### config.mk
export PLATFORM = sky130hd
export DESIGN_NAME = ext_int_conditioner
export DESIGN_NICKNAME = d
export VERILOG_FILES = /design/src/rtl/ext_int_pkg.sv /design/src/rtl/ext_int_datapath.sv /design/src/rtl/ext_int_control.sv /design/src/rtl/ext_int_conditioner.sv
export SDC_FILE = /design/constraint.sdc
export NUM_CORES = 1
export LEC_CHECK = 0
export ABC_AREA = 1
export BUFFER_PORTS_ARGS = -buffer_cell sky130_fd_sc_hd__buf_4
export CAP_MARGIN = 15
export CORE_AREA = 2 2 39 41
export CTS_CLUSTER_SIZE = 28
export DETAILED_ROUTE_END_ITERATION = 16
export DIE_AREA = 0 0 41 43
export MAX_ROUTING_LAYER = met4
export SYNTH_ARGS = -nofsm -noshare
export SYNTH_HDL_FRONTEND = slang
export SYNTH_SLANG_ARGS = --single-unit
export TNS_END_PERCENT = 10
### constraint.sdc
create_clock -name clk -period 0.96 [get_ports clk]
set_input_delay 0.048 -clock clk [delete_from_list [all_inputs] [get_ports clk]]
set_output_delay 0.048 -clock clk [all_outputs]
set_load 0.005 [all_outputs]
### src/rtl/ext_int_pkg.sv
package ext_int_pkg;

  // Per-input command from control to datapath for one clock edge.
  typedef struct packed {
    logic track;   // flag copies the inverted synchronized pin
    logic setF;    // flag goes to 1
    logic clrF;    // flag goes to 0
  } flagStrobe_t;

endpackage

### src/rtl/ext_int_datapath.sv
module ext_int_datapath
  import ext_int_pkg::*;
#(
  parameter int NUM_IN      = 2,
  parameter int SYNC_STAGES = 2
) (
  input  logic                            clk,
  input  logic                            rst_n,
  input  logic        [NUM_IN-1:0]        pinN,
  input  flagStrobe_t [NUM_IN-1:0]        strobeVec,
  output logic        [NUM_IN-1:0]        fallSeen,
  output logic        [NUM_IN-1:0]        flagQ
);

  localparam int LAST = SYNC_STAGES - 1;

  for (genvar i = 0; i < NUM_IN; i++) begin : g_in
    logic [SYNC_STAGES-1:0] syncChain;
    logic                   prevSync;
    logic                   syncPin;
    logic                   flagNext;

    // Synchronizer: idle level of an active-low pin is high.
    always_ff @(posedge clk or negedge rst_n) begin
      if (!rst_n) begin
        syncChain <= '1;
      end else begin
        syncChain <= {syncChain[SYNC_STAGES-2:0], pinN[i]};
      end
    end

    assign syncPin = syncChain[LAST];

    // History of the synchronized pin for transition detection.
    always_ff @(posedge clk or negedge rst_n) begin
      if (!rst_n) begin
        prevSync <= 1'b1;
      end else begin
        prevSync <= syncPin;
      end
    end

    assign fallSeen[i] = prevSync & ~syncPin;

    // Flag next-state selection, driven by control strobes.
    always_comb begin
      flagNext = flagQ[i];
      if (strobeVec[i].track) begin
        flagNext = ~syncPin;
      end else if (strobeVec[i].setF) begin
        flagNext = 1'b1;
      end else if (strobeVec[i].clrF) begin
        flagNext = 1'b0;
      end
    end

    always_ff @(posedge clk or negedge rst_n) begin
      if (!rst_n) begin
        flagQ[i] <= 1'b0;
      end else begin
        flagQ[i] <= flagNext;
      end
    end
  end

endmodule

### src/rtl/ext_int_control.sv
module ext_int_control
  import ext_int_pkg::*;
#(
  parameter int NUM_IN = 2
) (
  input  logic        [NUM_IN-1:0] edgeMode,
  input  logic        [NUM_IN-1:0] vecAck,
  input  logic                     swWrEn,
  input  logic        [NUM_IN-1:0] swWrMask,
  input  logic        [NUM_IN-1:0] swWrVal,
  input  logic        [NUM_IN-1:0] fallSeen,
  output flagStrobe_t [NUM_IN-1:0] strobeVec
);

  logic [NUM_IN-1:0] swSel;
  logic [NUM_IN-1:0] swSet;
  logic [NUM_IN-1:0] swClr;

  assign swSel = swWrMask & {NUM_IN{swWrEn}};
  assign swSet = swSel & swWrVal;
  assign swClr = swSel & ~swWrVal;

  for (genvar i = 0; i < NUM_IN; i++) begin : g_ctl
    logic wantSet;
    logic wantClr;

    // Priority in edge mode: falling edge, then software write, then acknowledge.
    always_comb begin
      wantSet = fallSeen[i] | swSet[i];
      wantClr = swClr[i] | (vecAck[i] & ~swSel[i]);
    end

    always_comb begin
      strobeVec[i].track = ~edgeMode[i];
      strobeVec[i].setF  = edgeMode[i] & wantSet;
      strobeVec[i].clrF  = edgeMode[i] & ~wantSet & wantClr;
    end
  end

endmodule

### src/rtl/ext_int_conditioner.sv
module ext_int_conditioner
  import ext_int_pkg::*;
#(
  parameter int NUM_IN      = 2,
  parameter int SYNC_STAGES = 2
) (
  input  logic              clk,
  input  logic              rst_n,
  input  logic [NUM_IN-1:0] pinN,
  input  logic [NUM_IN-1:0] edgeMode,
  input  logic [NUM_IN-1:0] vecAck,
  input  logic              swWrEn,
  input  logic [NUM_IN-1:0] swWrMask,
  input  logic [NUM_IN-1:0] swWrVal,
  output logic [NUM_IN-1:0] pending
);

  flagStrobe_t [NUM_IN-1:0] strobeVec;
  logic        [NUM_IN-1:0] fallSeen;

  ext_int_control #(
    .NUM_IN (NUM_IN)
  ) ctl_i (
    .edgeMode  (edgeMode),
    .vecAck    (vecAck),
    .swWrEn    (swWrEn),
    .swWrMask  (swWrMask),
    .swWrVal   (swWrVal),
    .fallSeen  (fallSeen),
    .strobeVec (strobeVec)
  );

  ext_int_datapath #(
    .NUM_IN      (NUM_IN),
    .SYNC_STAGES (SYNC_STAGES)
  ) dp_i (
    .clk       (clk),
    .rst_n     (rst_n),
    .pinN      (pinN),
    .strobeVec (strobeVec),
    .fallSeen  (fallSeen),
    .flagQ     (pending)
  );

endmodule

==> qor.csv <==
metric,value,unit
synthCells,28,
antenna_found_initial,0,
vias,241,
worst_pin_slew,127,ps
synthAdderAreaFrac,0,
die_y,43,um
path_class,reg2out,
crit_chain,buf_4,
drcViolationCount,0,
netlist_top_cells_area,"dfstp_2 (53%), dfrtp_1 (17%), nand2_1 (10%), inv_1 (7.6%), nand3_1 (6.8%)",
setup_viol,0,
numCtsBuffers,3,
maxCapViolCount,0,
max_slew_margin,0.915,
io_pins,15,
ys_ff_latch,8,
finClkSkew,9.55,ps
rsz0062_at_grt,false,
finalCritPeriodShare,0.841,
vdd_drop_max,0.000746,V
dr.pass1.iters,1,
cp-start-kind,register,
grt_max_degree,9,
holdCritPathClass,in2reg,
syn_area,295,um^2
wirelength,503,um
cts_resized,0,
synthTopCellsByCount,"nand2_1 (8), dfstp_2 (6), inv_1 (6)",
fp.dieW,41,um
min_period,808,ps
layout.nets,63,
synth_fp_nets,41,
syn_area_per_cell,10.5,um^2
critPathMaxFanout,2,
synth_xor_area_frac,0,
synth-simple-area-share,0.169,
initial_core_util,0.213,
drtIter0Drc,0,
async_flop_share,1.00,
synth_top_area_share,0.534,
slowest_delay,380,ps
cts_tree,yes,
rows,14,
io_buffers,14,
clock_path_buffers,2,
grt_first_pass_wirelength,655,um
synth_top_family_by_area,simple AND/OR/NAND/NOR gates,
grt_overflow,0,
clkTransAtPathRegs,60,ps
yosysUniqueCellTypes,6,
n_antenna_cell,0,
setup_slack,152,ps
dieArea,1760,um^2
synth_warnings,0,
drive_gt1_frac,0.469,
ant_nets,0,
dp_worst_setup_slack,160,ps
htree_levels,1,
synthFlopType,dfstp_2,
synth_edf_count,0,
first_global_vias,207,
status,finished clean,
via_per_inst,3.71,
path_buf_inv,1,
grt.total_usage,0.0626,
cpMaxStageDelayCell,dfrtp_1,
synth_area_leader_cell,dfstp_2,
rr_startpoint,dp_i.g_in[1].syncChain[1],
fin_tns_setup,0,ps
cts-root-buf,clkbuf_4,
p_per_area,1530,nW/um^2
r2r_setup_slack,160,ps
nFillCells,142,
clkLatencyLatePin,250,ps
end_kind,primary output,
worst_r2r_endpoint,dp_i.flagQ[1],
fmax,1240,MHz
cp.required,910,ps
yosysMostFrequentCell,nand2_1,
dp_hpwl,383,um
gp_congestion,0.576,
arrival,760,ps
reg2regPathDepth,2,
synth_compound_area_frac,0.0508,
whs_endpoint,dp_i.flagQ[1],
slew_violations,0,
wl_per_cell,7.74,um
clock-sinks,8,
area_growth,61.4,%
leakagePower,0.250,nW
hold_depth,3,
holdCritStartpoint,edgeMode[1],
muxShareOfSynthArea,0,
core_area,1380,um^2
synth.yosys.seq_area_share,0.703,
critPathTopFamily,flip-flops,
hold_viol,0,
## repair_timing
action	CTS	global route
buffers inserted	0	0
hold buffers	3	0
hold endpoints to repair	10	0
endpoints found under the setup margin	0	0
## stage by stage
stage | cell area, um^2 | utilization | instances | power (mW) | hold WS [ps]
3_3_place_gp | 420 | 0.304 | 58 | 0.464 | -133
5_1_grt | 477 | 0.344 | 65 | 0.787 | 30.9
4_1_cts | 477 | 0.344 | 65 | 0.753 | 24.0
3_5_place_dp | 420 | 0.304 | 58 | 0.467 | -131
2_1_floorplan | 295 | - | 28 | 0.404 | -248
6_report | 477 | 0.344 | 65 | 0.732 | 34.6
## layer usage
metal,global-route usage,vias to the layer above,part of all wire
met1,0.0369,99,0.38
met2,0.106,15,0.49
li1,-,127,-
met3,0.0628,0,0.13
met5,-,-,0
met4,0.0200,0,0
## logic make-up (layout without fill, tap and decap cells)
group	Yosys count	after routing
AOI/OAI and AO/OA	2	2
buffers and inverters	6	27
and+or+nand+nor	12	12
DFF	8	8
## report_power, final
group,switching [mW],internal [mW],leakage (nW)
combinational,0.0328,0.0603,0.148
sequential,0.00828,0.369,0.0865
clock,0.103,0.158,0.0150
total,0.145,0.587,0.250
## cell type report
cell class | count | area, um^2 | area share
repair buffers | 17 | 135 | 0.283
flip-flops and latches | 8 | 208 | 0.436
well taps | 16 | 20.0 | 0.0420
multi-input cells | 14 | 65.1 | 0.136
inverters | 6 | 22.5 | 0.0472
clock buffers | 4 | 26.3 | 0.0551
## flip-flops by register name, summed over array words and instances, names as in the netlist
name / cells
dp_i.g_in.prevSync: 2
dp_i.g_in.syncChain: 4
dp_i.flagQ: 2
## layout by cell type, fill, tap and decap left out, drive strengths merged
cell type,instances
buf,14
nand2,8
inv,6
dfstp,6
nand3,4
clkbuf,4
dlygate4sd3,3
o21bai,2
dfrtp,2
## worst max path at each step
| stage | endpoint | startpoint | slack (ps) | cells past startpoint |
|---|---|---|---|---|
| after floorplan | dp_i.flagQ[0] | dp_i.g_in[0].syncChain[1] | 200 | 2 |
| after global placement | dp_i.flagQ[0] | dp_i.g_in[0].syncChain[1] | 190 | 2 |
| after detailed placement | dp_i.flagQ[1] | dp_i.g_in[1].syncChain[1] | 160 | 2 |
| after CTS | pending[0] | dp_i.flagQ[0] | 130 | 1 |
| after global routing | pending[0] | dp_i.flagQ[0] | 110 | 1 |
| final | pending[0] | dp_i.flagQ[0] | 150 | 1 |
Note: power is estimated with default switching activity, not from simulation.
